--- src/rtl/seq_pkg.sv ---
// Shared types for the rail sequencer: state encoding and rail indices.
package seq_pkg;
    localparam int NUM_RAILS = 5;
    localparam int RAIL_1V8  = 0;
    localparam int RAIL_3V3  = 1;
    localparam int RAIL_MEM  = 2;
    localparam int RAIL_CLK  = 3;
    localparam int RAIL_DUAL = 4;

    typedef enum logic [2:0] {
        PH_OFF, PH_RAMP, PH_WAIT, PH_ACT, PH_SUSP, PH_SOFF, PH_FAULT
    } phase_t;

    typedef enum logic [1:0] {
        REQ_SOFF = 2'b00, REQ_BAD = 2'b01, REQ_SUSP = 2'b10, REQ_ACT = 2'b11
    } req_t;
endpackage

--- src/rtl/seq_sync2.sv ---
// Two-flop synchronizer for WIDTH asynchronous level inputs.
// Assumes inputs are quasi-static levels; resets to RST_VAL.
module seq_sync2 #(
    parameter int          WIDTH   = 2,
    parameter logic [WIDTH-1:0] RST_VAL = '1
) (
    input  logic             clk,
    input  logic             rst_n,
    input  logic [WIDTH-1:0] d,
    output logic [WIDTH-1:0] q
);
    logic [WIDTH-1:0] meta;

    // Shift the asynchronous level through two stages.
    always_ff @(posedge clk) begin
        if (!rst_n) begin
            meta <= RST_VAL;
            q    <= RST_VAL;
        end else begin
            meta <= d;
            q    <= meta;
        end
    end
endmodule

--- src/rtl/seq_delay.sv ---
// Post-ramp delay counter. Held at zero while clr is high; saturates and
// raises done once DELAY_CYC-1 is reached. Assumes DELAY_CYC >= 2.
module seq_delay #(
    parameter int DELAY_CYC = 300000
) (
    input  logic clk,
    input  logic rst_n,
    input  logic clr,
    output logic done
);
    localparam int CW = $clog2(DELAY_CYC + 1);
    localparam logic [CW-1:0] LAST = CW'(DELAY_CYC - 1);

    logic [CW-1:0] cnt;

    assign done = (cnt == LAST);

    // Count up while enabled, stop at the terminal value.
    always_ff @(posedge clk) begin
        if (!rst_n || clr) cnt <= '0;
        else if (!done)    cnt <= cnt + 1'b1;
    end
endmodule

--- src/rtl/seq_rail_map.sv ---
// Combinational map from sequencer phase to rail enables and state code.
// Assumes dual_keep is the stored sleep-time 5 V dual configuration.
module seq_rail_map
    import seq_pkg::*;
(
    input  phase_t               ph,
    input  logic                 dual_keep,
    output logic [NUM_RAILS-1:0] en,
    output logic [1:0]           code
);
    // Decode enables and code for each phase.
    always_comb begin
        en   = '0;
        code = 2'b00;
        unique case (ph)
            PH_RAMP, PH_WAIT: begin
                en[RAIL_1V8] = 1'b1;
                en[RAIL_3V3] = 1'b1;
            end
            PH_ACT: begin
                en   = '1;
                code = 2'b01;
            end
            PH_SUSP: begin
                en[RAIL_1V8]  = 1'b1;
                en[RAIL_3V3]  = 1'b1;
                en[RAIL_MEM]  = 1'b1;
                en[RAIL_DUAL] = dual_keep;
                code          = 2'b10;
            end
            PH_SOFF: begin
                en[RAIL_1V8]  = 1'b1;
                en[RAIL_3V3]  = 1'b1;
                en[RAIL_DUAL] = dual_keep;
                code          = 2'b11;
            end
            default: ;
        endcase
    end
endmodule

--- src/rtl/acpi_rail_seq.sv ---
// Top of the standby rail sequencer. Tracks startup, active and sleep
// phases, refuses illegal sleep transitions, freezes the 5 V dual config
// while asleep and latches an undervoltage fault.
// Assumes bias_ok, shutdown_req, ramp_done and uv_flag are synchronous to clk;
// the sleep pins are asynchronous and are synchronized here.
module acpi_rail_seq
    import seq_pkg::*;
#(
    parameter int DELAY_CYC = 300000
) (
    input  logic                 clk,
    input  logic                 rst_n,
    input  logic                 bias_ok,
    input  logic                 shutdown_req,
    input  logic                 slp5_n,
    input  logic                 slp3_n,
    input  logic                 dual_cfg,
    input  logic                 mem_sel,
    input  logic [NUM_RAILS-1:0] ramp_done,
    input  logic [NUM_RAILS-1:0] uv_flag,
    output logic [NUM_RAILS-1:0] rail_en,
    output logic [1:0]           state_code,
    output logic                 fault,
    output logic                 mem_vsel
);
    phase_t     ph, ph_nxt;
    logic [1:0] pins_s;
    req_t       req;
    logic       dly_done;
    logic       dual_q;
    logic       uv_hit;
    logic       asleep;

    seq_sync2 #(.WIDTH(2), .RST_VAL(2'b11)) u_sync (
        .clk  (clk),
        .rst_n(rst_n),
        .d    ({slp5_n, slp3_n}),
        .q    (pins_s)
    );

    assign req = req_t'(pins_s);

    seq_delay #(.DELAY_CYC(DELAY_CYC)) u_dly (
        .clk  (clk),
        .rst_n(rst_n),
        .clr  (ph != PH_WAIT),
        .done (dly_done)
    );

    seq_rail_map u_map (
        .ph       (ph),
        .dual_keep(dual_q),
        .en       (rail_en),
        .code     (state_code)
    );

    assign uv_hit = |(rail_en & ramp_done & uv_flag);
    assign asleep = (ph == PH_SUSP) || (ph == PH_SOFF);
    assign fault  = (ph == PH_FAULT);

    // Next phase: kill conditions first, then fault, then legal moves only.
    always_comb begin
        ph_nxt = ph;
        if (!bias_ok || shutdown_req) begin
            ph_nxt = PH_OFF;
        end else if (ph != PH_OFF && ph != PH_FAULT && uv_hit) begin
            ph_nxt = PH_FAULT;
        end else begin
            unique case (ph)
                PH_OFF:  ph_nxt = PH_RAMP;
                PH_RAMP: if (ramp_done[RAIL_1V8] && ramp_done[RAIL_3V3])
                             ph_nxt = PH_WAIT;
                PH_WAIT: if (dly_done) begin
                             unique case (req)
                                 REQ_ACT:  ph_nxt = PH_ACT;
                                 REQ_SUSP: ph_nxt = PH_SUSP;
                                 REQ_SOFF: ph_nxt = PH_SOFF;
                                 default:  ph_nxt = PH_WAIT;
                             endcase
                         end
                PH_ACT:  if (req == REQ_SUSP)      ph_nxt = PH_SUSP;
                         else if (req == REQ_SOFF) ph_nxt = PH_SOFF;
                PH_SUSP, PH_SOFF:
                         if (req == REQ_ACT)       ph_nxt = PH_ACT;
                default: ph_nxt = ph;
            endcase
        end
    end

    // Phase register.
    always_ff @(posedge clk) begin
        if (!rst_n) ph <= PH_OFF;
        else        ph <= ph_nxt;
    end

    // Dual-rail config follows its pin except while asleep.
    always_ff @(posedge clk) begin
        if (!rst_n)       dual_q <= 1'b0;
        else if (!asleep) dual_q <= dual_cfg;
    end

    // Memory-voltage select is captured once the startup delay ends.
    always_ff @(posedge clk) begin
        if (!rst_n)                          mem_vsel <= 1'b0;
        else if (ph == PH_WAIT && dly_done)  mem_vsel <= mem_sel;
    end
endmodule

--- config.mk ---
export PLATFORM = sky130hd
export DESIGN_NAME = acpi_rail_seq
export DESIGN_NICKNAME = d
export VERILOG_FILES = /design/src/rtl/seq_pkg.sv /design/src/rtl/seq_sync2.sv /design/src/rtl/seq_delay.sv /design/src/rtl/seq_rail_map.sv /design/src/rtl/acpi_rail_seq.sv
export SDC_FILE = /design/constraint.sdc
export NUM_CORES = 1
export LEC_CHECK = 0
export ABC_AREA = 1
export CAP_MARGIN = 20
export CORE_UTILIZATION = 53
export DETAILED_ROUTE_END_ITERATION = 12
export PLACE_DENSITY = 0.78
export SLEW_MARGIN = 10
export SYNTH_ARGS = -nofsm -noshare
export SYNTH_HDL_FRONTEND = slang
export SYNTH_HIERARCHICAL = 1
export SYNTH_SLANG_ARGS = --single-unit
--- constraint.sdc ---
create_clock -name clk -period 1.9 [get_ports clk]
set_input_delay 0.38 -clock clk [delete_from_list [all_inputs] [get_ports clk]]
set_output_delay 0.38 -clock clk [all_outputs]
set_load 0.01 [all_outputs]
# Yosys cells after proc, flatten, opt, wreduce, memory -nomap -nowiden
# Index checks and enable logic that the tools add are counted.
# word_totals
reg_bits,28
input_bits,18
output_inout_bits,9
elab_cells,65
# classes
addsub,1
n_eq_ne,19
mux,13
bitwise,3
reduce_logical,22
# op_table
operator,count
$add 19x1->19 const B,1
$eq 19x19->1 const B,1
$mux 3,6
$pmux 3 s5,1
$ne 3x3->1 const B,4
$and 5x5->5,2
$reduce_and 5->1,2
$reduce_or 5->1,2
$eq 3x3->1 const B,3
$pmux 3 s3,1
$eq 3x2->1 const B,2
$pmux 2 s3,1
$reduce_bool 6->1,1
$reduce_or 2->1,3
$reduce_bool 5->1,1
$eq 2x2->1 const B,2
$logic_and 1x1->1,4
$ne 2x2->1 const B,2
$ne 4x4->1 const B,1
$eq 3x1->1 const B,1
$logic_not 3->1,1
$logic_or 1x1->1,3
$ne 3x1->1 const B,1
$ne 3x2->1 const B,1
9 further kinds,11

# Longest topological paths before layout
# logic_depth
word_depth,9
depth_mapped,15
mapped_depth_nobuf,14

# By module
# The synthesis kept the hierarchy.
# by_module_without_submodules
module,instances,cells_each,area_per_inst_um2,seq_area_each_um2
seq_delay,1,164,1072.3,380.4
acpi_rail_seq,1,86,489.2,100.1
seq_sync2,1,12,110.1,80.1
seq_rail_map,1,17,77.6,0.0

# Worst setup path before layout
# No wires, ideal clock.
# synth_path
path_type,register to register
startpoint,register ph[1]
endpoint,register ph[2]
setup_time_ps,112
arrival_ps,1565
required_ps,1788
setup_slack_ps,224
path_stages_with_launch,11
n_path_buf,1
period_less_slack_ps,1676
path_cell_list,dfxtp_1 -> inv_2 -> nand2_1 -> nand3_1 -> buf_4 -> nand3_1 -> nand2_1 -> o21ai_0 -> nand2_1 -> nor2_1 -> nor2_1
# synth_between
elab_chain_len,9
elab_cells_between_ends,28
cone_classes,10 x eq/ne; 6 x mux; 2 x bitwise; 10 x reduce/logical
# synth_rtl
element,line_no,text
start: declaration,acpi_rail_seq.sv:26,"phase_t ph, ph_nxt;"
start signal: assignment,acpi_rail_seq.sv:93,else ph <= ph_nxt;
"$eq 3x3->1, or another cell as far along",seq_rail_map.sv:15,unique case (ph)
$reduce_or 5->1 (no source line) *,--,
$mux 2 *,seq_rail_map.sv:15,
net rail_en[0],acpi_rail_seq.sv:21,"output logic [NUM_RAILS-1:0] rail_en,"
$and 5x5->5 * (2 in a row),acpi_rail_seq.sv:57,assign uv_hit = |(rail_en & ramp_done & uv_flag);
$reduce_or 5->1 *,acpi_rail_seq.sv:57,
$logic_and 1x1->1 *,acpi_rail_seq.sv:66,end else if (ph != PH_OFF && ph != PH_FAULT && uv_hit) begin
"$ne 4x4->1 (no source line), or another cell as far along",--,
$reduce_and 5->1 (no source line),--,
# The timed path passes the listed nets; every way through them passes the cells marked *.
# A chain may end at the register's enable or synchronous reset.

# Worst setup path after layout
# layout_path
startpoint,register u_dly.cnt[1]
endpoint,register ph[2]
# layout_between
elab_chain_len,3
# layout_rtl
element,line_no,text
start: declaration,seq_delay.sv:14,logic [CW-1:0] cnt;
start signal: assignment,seq_delay.sv:21,else if (!done) cnt <= cnt + 1'b1;
$eq 19x19->1,seq_delay.sv:16,assign done = (cnt == LAST);
net dly_done,acpi_rail_seq.sv:29,logic dly_done;
$ne 3x3->1 (no source line),--,
$reduce_and 5->1 (no source line),--,
# The timed path passes the listed nets, and every way through them passes these cells.

==> impl_metrics.toml <==
[place]
dp_hpwl_um = 3050
dpl.cell_count = 351
placed_area_mm2 = 0.00208
pre_cts_ws_ps = 120
gp_congestion = 0.874
port_buffers = 26

[critical_path]
end_kind = "flip-flop"
critical_path.max_fanout = 4
cpMaxStageDelayCell = "dfxtp_2"
cp_common_cell = "nor2_1"
reg2reg_from = "u_dly/cnt[1]$_SDFFE_PP0P_"
reg2reg_depth = 13
path_cells = "ha_2, nand3_2, nor2_2, nand3_2, inv_2, inv_1, nand3_1, nand2_1, nor2_2, inv_2, nor2_1, nor2_1, nor2_1"
crit_arrival_ps = 1990
worstSetupStartpointType = "flip-flop"
slowest_delay_ps = 380
r2r_slack_ps = 180
worstSetupPathType = "reg -> reg"
required_ps = 2160
reg2reg_to = "ph[2]$_SDFFE_PP0P_"

[global_route]
grt.overflow.total = 0
grt_pass1_wl_um = 6410
grt_use_total_pct = 24.1
antenna_found_initial = 0
grt_max_degree = 17
grt_pass1_vias = 1615

[logic_synthesis]
synth_common_cells = "nand2_1 (61), inv_1 (42), nor2_1 (33)"
synth_cell_type_count = 23
async_reset_ff_share_pct = 0
synth_edf_count = 0
synth_top_area_share_pct = 32.0
ys_ff_latch = 28
syn_area_mm2 = 0.00175
yosysSeqAreaShare_pct = 32.0
synth_area_leaders = "dfxtp_1 (32%), nand2_1 (13%), inv_1 (9.0%)"
synth_flop_cell = "dfxtp_1"
synth-warning-count = 6
syn_inst = 279
synth_nets = 301
yosysMostFrequentCell = "nand2_1"
synth.avg_cell_area_um2 = 6.27
yosysTopAreaCell = "dfxtp_1"

[timing]
setup_tns_ps = 0
tightest_slew_ps = 404
max_slew_margin_pct = 73.1
layout_setup_ws_ps = 178
setup_viol = 0
fin_skew_ps = 20.3
fmax_ghz = 0.581
post-route-min-period_ps = 1720
hold-worst-slack_ps = 425
rsz0062_at_grt = "no"
period_share_pct = 90.6
slew_viol_final = 0
hold_viol = 0

[min_path]
holdCritStartpoint = "u_sync/meta[0]$_SDFF_PN1_"
min_path_cells = 2
hold_class = "reg -> reg"
min_to = "u_sync/q[0]$_SDFF_PN1_"

[pwr]
power-per-cell-area_mw_per_mm2 = 490
irDropWorstVdd_v = 0.000433
p_leak_nw = 0.981
total_power_mw = 1.07

[cts]
clock-sinks = 28
ctsHtreeMaxLevel = 1
cts_buffers = 3
clock_latency_ps = 330
cts_root_buffer = "clkbuf_4"
tritoncts = "yes"
cts.clk_slew.worst_paths_ps = 160
clock_path_buffers = 2

[floorplanning]
die_h_um = 59.5
core_area_mm2 = 0.00310
design.die.area_mm2 = 0.00353
num_io_pins = 27
row_count = 20
dieWidth_um = 59.5
start_util_pct = 56.4

[detailed_routing]
via_per_inst = 4.99
dr_wl_met3_um = 134
met1_length_um = 1780
dr.pass1.iters = 4
drc = 0
antenna_left = 0
drt_iter0_drc = 56
dr_total_vias = 1785
wl_met2_um = 1890
avgRoutedWirePerCell_um = 10.8
top_layer = "met4"
routed_wl_um = 3870

[finish]
stdcell_count = 358
post-route-cell-area_mm2 = 0.00218
layout.nets = 337
final_layout_size_suffix_gt1_share_pct = 15.9
antenna_cells = 0
final_core_util_pct = 70.2
register_area_um2 = 574
syn_to_final_growth_pct = 24.6
fillCellCount = 293
multi_input_area_um2 = 976

[status]
status = "finished, final reports clean"

[flow_run]
cap_violations = 0
[final cells by class]
cell class,count,share of cell area [%]
well taps,44,2.53
repair buffers,35,15.3
clock buffers,3,1.03
flip-flops and latches,28,26.3
multi-input cells,197,44.8
clock inverters,1,1.38
inverters,50,8.61
[metal layers]
metal / global-route usage [%] / vias up
met4: 9.86 / 0
met1: 27.4 / 801
met5: 0 / -
li1: - / 946
met2: 44.5 / 31
met3: 3.49 / 7
[cells by family after synthesis]
group / Yosys count / share of synthesized area (%)
compound gates: 33 / 9.73
xor+xnor: 4 / 2.00
fa+ha+maj: 4 / 2.86
buf+inv: 54 / 12.3
flops: 28 / 32.0
simple gates: 156 / 41.1
[how the worst max path moves through the flow]
stage / from / endpoint / slack (ps)
final: u_dly/cnt[1]$_SDFFE_PP0P_ / ph[2]$_SDFFE_PP0P_ / 180
after detailed placement: u_dly/cnt[1]$_SDFFE_PP0P_ / ph[1]$_SDFFE_PP0P_ / 120
after global placement: u_dly/cnt[1]$_SDFFE_PP0P_ / ph[1]$_SDFFE_PP0P_ / 170
after CTS: ph[2]$_SDFFE_PP0P_ / fault / 2
after global routing: u_dly/cnt[1]$_SDFFE_PP0P_ / ph[2]$_SDFFE_PP0P_ / 10
after floorplan: ph[1]$_SDFFE_PP0P_ / ph[2]$_SDFFE_PP0P_ / 220
[worst max-delay path: cells and delay by family (launching register included)]
kind,cells,cell delay (ps)
adders and majority gates,1,210
and+or+nand+nor,9,880
buffers and inverters,3,190
DFF,1,380
[sequential cells by signal, summed over array words and instances (netlist names)]
name	flops
ph	3
u_dly/cnt	19
u_sync/q	2
dual_q	1
mem_vsel	1
u_sync/meta	2
[repair_timing]
| item | CTS | global route |
|---|---|---|
| hold buffers | 0 | 0 |
| setup endpoints to repair | 7 | 8 |
| gates resized for setup | 8 | 9 |
| setup buffers | 0 | 3 |
| cloned | 0 | 0 |
| pin swaps | 0 | 1 |
[cells in the final DEF (no fill, tap or decap), types with 3 or more instances in the layout]
cell              n
nor3_1            4
inv_1            42
nand3_2           4
nand4_1           5
nand2_2           6
nand3_1          30
inv_2             8
clkbuf_4          3
buf_4             8
dfxtp_1          23
nand2_1          61
clkdlybuf4s50_1  18
dfxtp_4           3
ha_1              3
nor2_2           11
dlygate4sd2_1     3
nor2_1           33
a21oi_1          19
o21ai_0          11
dlymetal6s2s_1    5
[power breakdown]
| group | total, mW | internal (mW) | switching [mW] |
|---|---|---|---|
| Clock | 0.388 | 0.213 | 0.175 |
| Sequential | 0.595 | 0.591 | 0.00431 |
| Combinational | 0.0852 | 0.0494 | 0.0358 |
| Total | 1.07 | 0.853 | 0.215 |
No activity file was read; power rests on OpenSTA's default activity.
